==> src/rtl/irq_arb_pkg.sv <==
package irq_arb_pkg;
  localparam int NUM_SRC = 14;
  localparam int ID_W    = $clog2(NUM_SRC);

  typedef enum logic [ID_W-1:0] {
    SRC_RESET  = 4'd0,
    SRC_MCHK   = 4'd1,
    SRC_HDEC   = 4'd2,
    SRC_EXT    = 4'd3,
    SRC_CRIT   = 4'd4,
    SRC_WDOG   = 4'd5,
    SRC_CDBELL = 4'd6,
    SRC_FIT    = 4'd7,
    SRC_PIT    = 4'd8,
    SRC_DEC    = 4'd9,
    SRC_DBELL  = 4'd10,
    SRC_HDBELL = 4'd11,
    SRC_PERF   = 4'd12,
    SRC_THERM  = 4'd13
  } src_id_e;

  // Strobes from control to the pending datapath
  typedef struct packed {
    logic            take;     // accepted delivery this cycle
    logic [ID_W-1:0] takeId;   // which source was delivered
    logic            dropHdec; // power-save entry discards hyp decrementer
  } arb_strobe_t;
endpackage

==> src/rtl/irq_arb_ctrl.sv <==
module irq_arb_ctrl
  import irq_arb_pkg::*;
(
  input  logic [NUM_SRC-1:0] pendingVec,
  input  logic               takeAck,
  input  logic               pwrSaveEnter,
  input  logic               eeBit,
  input  logic               ceBit,
  input  logic               hvBit,
  input  logic               hypPresent,
  input  logic               hdecIntEn,
  input  logic               extGuestRoute,
  output logic               irqValid,
  output logic [ID_W-1:0]    irqId,
  output arb_strobe_t        strobe
);
  logic [NUM_SRC-1:0] gateOk;
  logic [NUM_SRC-1:0] deliverable;
  logic [ID_W-1:0]    selId;

  // Per-source gating conditions
  genvar k;
  generate
    for (k = 0; k < NUM_SRC; k++) begin : g_gate
      if (k == SRC_RESET || k == SRC_MCHK) begin : g_always
        assign gateOk[k] = 1'b1;
      end else if (k == SRC_HDEC) begin : g_hdec
        assign gateOk[k] = hdecIntEn & (eeBit | ~hvBit);
      end else if (k == SRC_EXT) begin : g_ext
        assign gateOk[k] = eeBit | (hypPresent & ~hvBit & ~extGuestRoute);
      end else if (k == SRC_CRIT) begin : g_crit
        assign gateOk[k] = ceBit;
      end else begin : g_ee
        assign gateOk[k] = eeBit;
      end
    end
  endgenerate

  assign deliverable = pendingVec & gateOk;

  // Fixed priority: lowest index wins
  always_comb begin
    selId = '0;
    for (int i = NUM_SRC - 1; i >= 0; i--) begin
      if (deliverable[i]) selId = ID_W'(i);
    end
  end

  assign irqValid        = |deliverable;
  assign irqId           = selId;
  assign strobe.take     = takeAck & irqValid;
  assign strobe.takeId   = selId;
  assign strobe.dropHdec = pwrSaveEnter;
endmodule

==> src/rtl/irq_arb_pend.sv <==
module irq_arb_pend
  import irq_arb_pkg::*;
(
  input  logic               clk,
  input  logic               rstN,
  input  logic [NUM_SRC-1:0] setPulse,
  input  logic [NUM_SRC-1:0] clrPulse,
  input  logic               decClrOnTake,
  input  arb_strobe_t        strobe,
  output logic [NUM_SRC-1:0] pendingVec
);
  logic [NUM_SRC-1:0] pendQ;
  logic [NUM_SRC-1:0] takeHit;
  logic [NUM_SRC-1:0] clearsOnTake;
  logic [NUM_SRC-1:0] clrAll;

  genvar k;
  generate
    for (k = 0; k < NUM_SRC; k++) begin : g_bit
      assign takeHit[k] = strobe.take & (strobe.takeId == ID_W'(k));

      if (k == SRC_EXT || k == SRC_CRIT) begin : g_level
        assign clearsOnTake[k] = 1'b0;
      end else if (k == SRC_DEC) begin : g_dec
        assign clearsOnTake[k] = decClrOnTake;
      end else begin : g_pulse
        assign clearsOnTake[k] = 1'b1;
      end

      if (k == SRC_HDEC) begin : g_pwr
        assign clrAll[k] = clrPulse[k] | (takeHit[k] & clearsOnTake[k]) | strobe.dropHdec;
      end else begin : g_nopwr
        assign clrAll[k] = clrPulse[k] | (takeHit[k] & clearsOnTake[k]);
      end

      // set wins over every clear
      always_ff @(posedge clk) begin
        if (!rstN) pendQ[k] <= 1'b0;
        else       pendQ[k] <= setPulse[k] | (pendQ[k] & ~clrAll[k]);
      end
    end
  endgenerate

  assign pendingVec = pendQ;
endmodule

==> src/rtl/irq_prio_arbiter.sv <==
module irq_prio_arbiter
  import irq_arb_pkg::*;
(
  input  logic               clk,
  input  logic               rstN,
  input  logic [NUM_SRC-1:0] setPulse,
  input  logic [NUM_SRC-1:0] clrPulse,
  input  logic               takeAck,
  input  logic               pwrSaveEnter,
  input  logic               decClrOnTake,
  input  logic               eeBit,
  input  logic               ceBit,
  input  logic               hvBit,
  input  logic               hypPresent,
  input  logic               hdecIntEn,
  input  logic               extGuestRoute,
  output logic               irqValid,
  output logic [ID_W-1:0]    irqId,
  output logic [NUM_SRC-1:0] pendingVec
);
  arb_strobe_t strobe;

  irq_arb_ctrl i_ctrl (
    .pendingVec   (pendingVec),
    .takeAck      (takeAck),
    .pwrSaveEnter (pwrSaveEnter),
    .eeBit        (eeBit),
    .ceBit        (ceBit),
    .hvBit        (hvBit),
    .hypPresent   (hypPresent),
    .hdecIntEn    (hdecIntEn),
    .extGuestRoute(extGuestRoute),
    .irqValid     (irqValid),
    .irqId        (irqId),
    .strobe       (strobe)
  );

  irq_arb_pend i_pend (
    .clk         (clk),
    .rstN        (rstN),
    .setPulse    (setPulse),
    .clrPulse    (clrPulse),
    .decClrOnTake(decClrOnTake),
    .strobe      (strobe),
    .pendingVec  (pendingVec)
  );
endmodule

==> config.mk <==
export PLATFORM = sky130hd
export DESIGN_NAME = irq_prio_arbiter
export DESIGN_NICKNAME = d
export VERILOG_FILES = /design/src/rtl/irq_arb_pkg.sv /design/src/rtl/irq_arb_ctrl.sv /design/src/rtl/irq_arb_pend.sv /design/src/rtl/irq_prio_arbiter.sv
export SDC_FILE = /design/constraint.sdc
export NUM_CORES = 1
export LEC_CHECK = 0
export ABC_AREA = 1
export BUFFER_PORTS_ARGS = -buffer_cell sky130_fd_sc_hd__buf_2
export CAP_MARGIN = 20
export CORE_MARGIN = 4
export CORE_UTILIZATION = 45
export DETAILED_ROUTE_END_ITERATION = 8
export PLACE_DENSITY = 0.83
export SETUP_SLACK_MARGIN = 0.15
export SLEW_MARGIN = 40
export SYNTH_ARGS = -nofsm -noshare
export SYNTH_HDL_FRONTEND = slang
export SYNTH_SLANG_ARGS = --single-unit
==> constraint.sdc <==
create_clock -name clk -period 2.5 [get_ports clk]
set_input_delay 0.375 -clock clk [delete_from_list [all_inputs] [get_ports clk]]
set_output_delay 0.375 -clock clk [all_outputs]
set_load 0.05 [all_outputs]
==> results.py <==
metrics = {
    "status": {
        "status": "completed",
    },
    "critical_path": {
        "crit_slowest_cell": "dfxtp_1",
        "critical_path.most_common_cell": "nand2_1",
        "r2r_setup_slk_ps": 780,
        "critical_path.endpoint_type": "output pin",
        "rr_endpoint": "i_pend.pendingVec[10]",
        "crit_path_max_fanout": 5,
        "worst-endpoint-required_ps": 2120,
        "path_class": "reg -> out",
        "r2r_cells": 9,
        "cpPeakStageDelay_ps": 340,
        "setup_crit_start_kind": "register",
        "r2r_start": "i_pend.pendingVec[6]",
        "timing.critical_path.cells": "inv_1, nand3_1, nand2_1, nand2_1, nand2_1, nand2_1, nand2_1, nand2_1, nand2_1, nand2_1, nand2_1, nand2_2, nand2_4, nand2_2, inv_1, buf_6",
        "arrival_ps": 1790,
    },
    "die": {
        "die_height_um": 54.24,
        "ioPinCount": 58,
        "die_w_um": 54.24,
        "rows": 16,
        "starting_utilization_of_the_core_area": 0.4806,
        "core_region_area_mm2": 0.002002,
        "die_area_mm2": 0.002942,
    },
    "grt": {
        "grt_pass1_wl_mm": 4.560,
        "grt_antenna_before_repair": 0,
        "grt_overflow": 0,
        "grt.total_usage": 0.2148,
        "grt_max_degree": 15,
        "vias_in_the_first_global_route": 1114,
    },
    "logic_synthesis": {
        "syn_area_um2": 962.2,
        "post_synth_num_cell_types": 25,
        "number_of_storage_elements_in_the_synthesis_netlist": 14,
        "postSynthCellCount": 147,
        "synth_top_cell_by_area": "dfxtp_1",
        "synth_area_leaders": "dfxtp_1 29%, inv_1 12%, nand2_1 10%, a21oi_1 7.3%, nor2_1 7.0%",
        "async_reset_ff_frac": 0,
        "yosys-top-cells-count": "30 x inv_1, 26 x nand2_1, 18 x nor2_1, 14 x a21oi_1, 14 x dfxtp_1",
        "synth_flop_cell": "dfxtp_1",
        "synth.yosys.seq_area_share": 0.2913,
        "net_count_of_the_mapped_netlist": 186,
        "netlist.area_leader.share": 0.2913,
        "synth-edff-count": 0,
        "synthMostInstantiatedCell": "inv_1",
        "synth_warnings": 0,
        "post_synthesis_average_cell_area_um2": 6.545,
    },
    "routing": {
        "drcViolationCount": 0,
        "first_pass_iters": 4,
        "via_per_inst": 4.983,
        "wire_per_inst_um": 12.38,
        "postRouteAntennaNets": 0,
        "route.vias.total": 1161,
        "wirelength_mm": 2.884,
        "number_of_violations_reported_at_the_end_of_detailed_routing_iteration_0": 34,
    },
    "cts": {
        "clk_latency_ps": 290,
        "clockBufferDepth": 2,
        "cts_hold_buf": 0,
        "clock-root-buffer": "clkbuf_4",
        "cts-htree-levels": 1,
        "number_of_clock_sinks": 14,
        "clkSlewWorstSetupHoldPaths_ps": 90,
        "cts_tree": "done",
        "numCtsBuffers": 3,
    },
    "pwr": {
        "power_density_mw_per_mm2": 534.1,
        "power_frac_clock": 0.245,
        "p_leak_nw": 0.7258,
        "sw_frac_of_total": 0.4145,
        "power.share.combinational": 0.397,
        "sw_pwr_mw": 0.2911,
        "irDropWorstVdd_mv": 0.3874,
        "p_total_mw": 0.7024,
        "power_report.internal_total_mw": 0.4112,
        "pwr-share-seq": 0.357,
    },
    "timing": {
        "timing.final.ws_setup_ps": 334.9,
        "hold_viol_final": 0,
        "grt_setup_unrepaired": "no",
        "fin_crit_sh": 0.8661,
        "layout_min_cycle_time_ps": 2165,
        "clock-skew-final_ps": 0.7585,
        "number_of_max_slew_violations_in_the_final_report": 0,
        "max_freq_mhz": 461.9,
        "worst-slew-pin-transition_ps": 440.8,
        "setup_tns_ps": 0,
        "finalSetupViolCount": 0,
        "slew_headroom": 0.7058,
        "hold_ws_ps": 280.5,
    },
    "final_layout": {
        "drive_gt1_frac": 0.3932,
        "syn2layout_area_growth_pct": 36.67,
        "largest_register_ffs": 14,
        "final_cell_count_no_fill": 233,
        "fin_util": 0.6569,
        "diodes": 0,
        "final_net_count": 246,
        "post-route-cell-area_mm2": 0.001315,
    },
    "placement": {
        "place_congestion": 0.8811,
        "port-buffer-count": 57,
        "placedInstanceArea_mm2": 0.001266,
        "place.detailed.hpwl_mm": 2.421,
        "dp_cells": 229,
        "dp_worst_setup_slack_ps": 360.6,
    },
    "job": {
        "max-cap-violations": 0,
    },
    "worst_hold_path": {
        "hold_worst_path_end": "i_pend.pendingVec[3]",
        "min_from": "setPulse[3]",
        "number_of_cells_traversed_by_the_worst_hold_path": 3,
        "worst_hold_path_type": "in -> reg",
    },
}
==> cell type report <==
cell class / count / area, um2
flip-flops and latches: 14 / 281.5
clock buffers: 4 / 36.28
inverters: 31 / 118.9
multi-input cells: 100 / 553.0
well taps: 27 / 33.78
repair buffers: 57 / 291.5
fillers: 189 / 686.9
==> worst max path at each step <==
| stage | to | cells past startpoint | slack (ps) | startpoint |
|---|---|---|---|---|
| after floorplan | i_pend.pendingVec[13] | 8 | 210 | i_pend.pendingVec[13] |
| final | irqId[0] | 16 | 330 | i_pend.pendingVec[12] |
| after global placement | irqId[0] | 16 | 430 | eeBit |
| after CTS | irqId[0] | 15 | 230 | i_pend.pendingVec[13] |
| after global routing | irqId[0] | 16 | 150 | i_pend.pendingVec[12] |
| after detailed placement | irqId[0] | 16 | 360 | eeBit |
==> timing repair <==
item | CTS | global route
gates resized for setup | 0 | 5
endpoints found under the setup margin | 0 | 1
hold endpoints to repair | 0 | 0
buffers inserted | 0 | 0
==> routing by layer <==
metal | global-route usage | routed length (um) | share of wire
met2 | 0.3904 | 1564 | 0.54
met3 | 0.04360 | 183 | 0.063
met4 | 0.1162 | 84 | 0.029
met5 | 0 | 0 | 0
met1 | 0.2292 | 1051 | 0.36
==> critical path, delay by kind of cell (launching register included) <==
family / cells / cell delay (ps)
and+or+nand+nor: 13 / 870
DFF: 1 / 340
buffers and inverters: 3 / 300
==> cell families after synthesis <==
kind of cell	count (synthesis)	synth area share
AOI/OAI and AO/OA	22	0.1469
and+or+nand+nor	78	0.4226
DFF	14	0.2913
buffers and inverters	33	0.1391
==> power by group through the flow <==
stage	Combinational [mW]	Sequential [mW]	Clock [mW]
CTS	0.273	0.251	0.174
detailed placement	0.271	0.256	0
global placement	0.263	0.255	0
global route	0.300	0.253	0.183
floorplan	0.148	0.305	0
finish	0.279	0.251	0.172
==> layout by cell type, fill, tap and decap left out, drive strengths merged <==
cell    instances
buf            57
nand2          34
inv            31
nor2           21
a21oi          15
dfxtp          14
nand3           8
nand4           6
nand3b          5
clkbuf          4
a31oi           2
o31ai           2
o21ai           2
nor3            2
a21boi          1
or2             1
nor3b           1
Note: power is estimated with default switching activity, not from simulation.
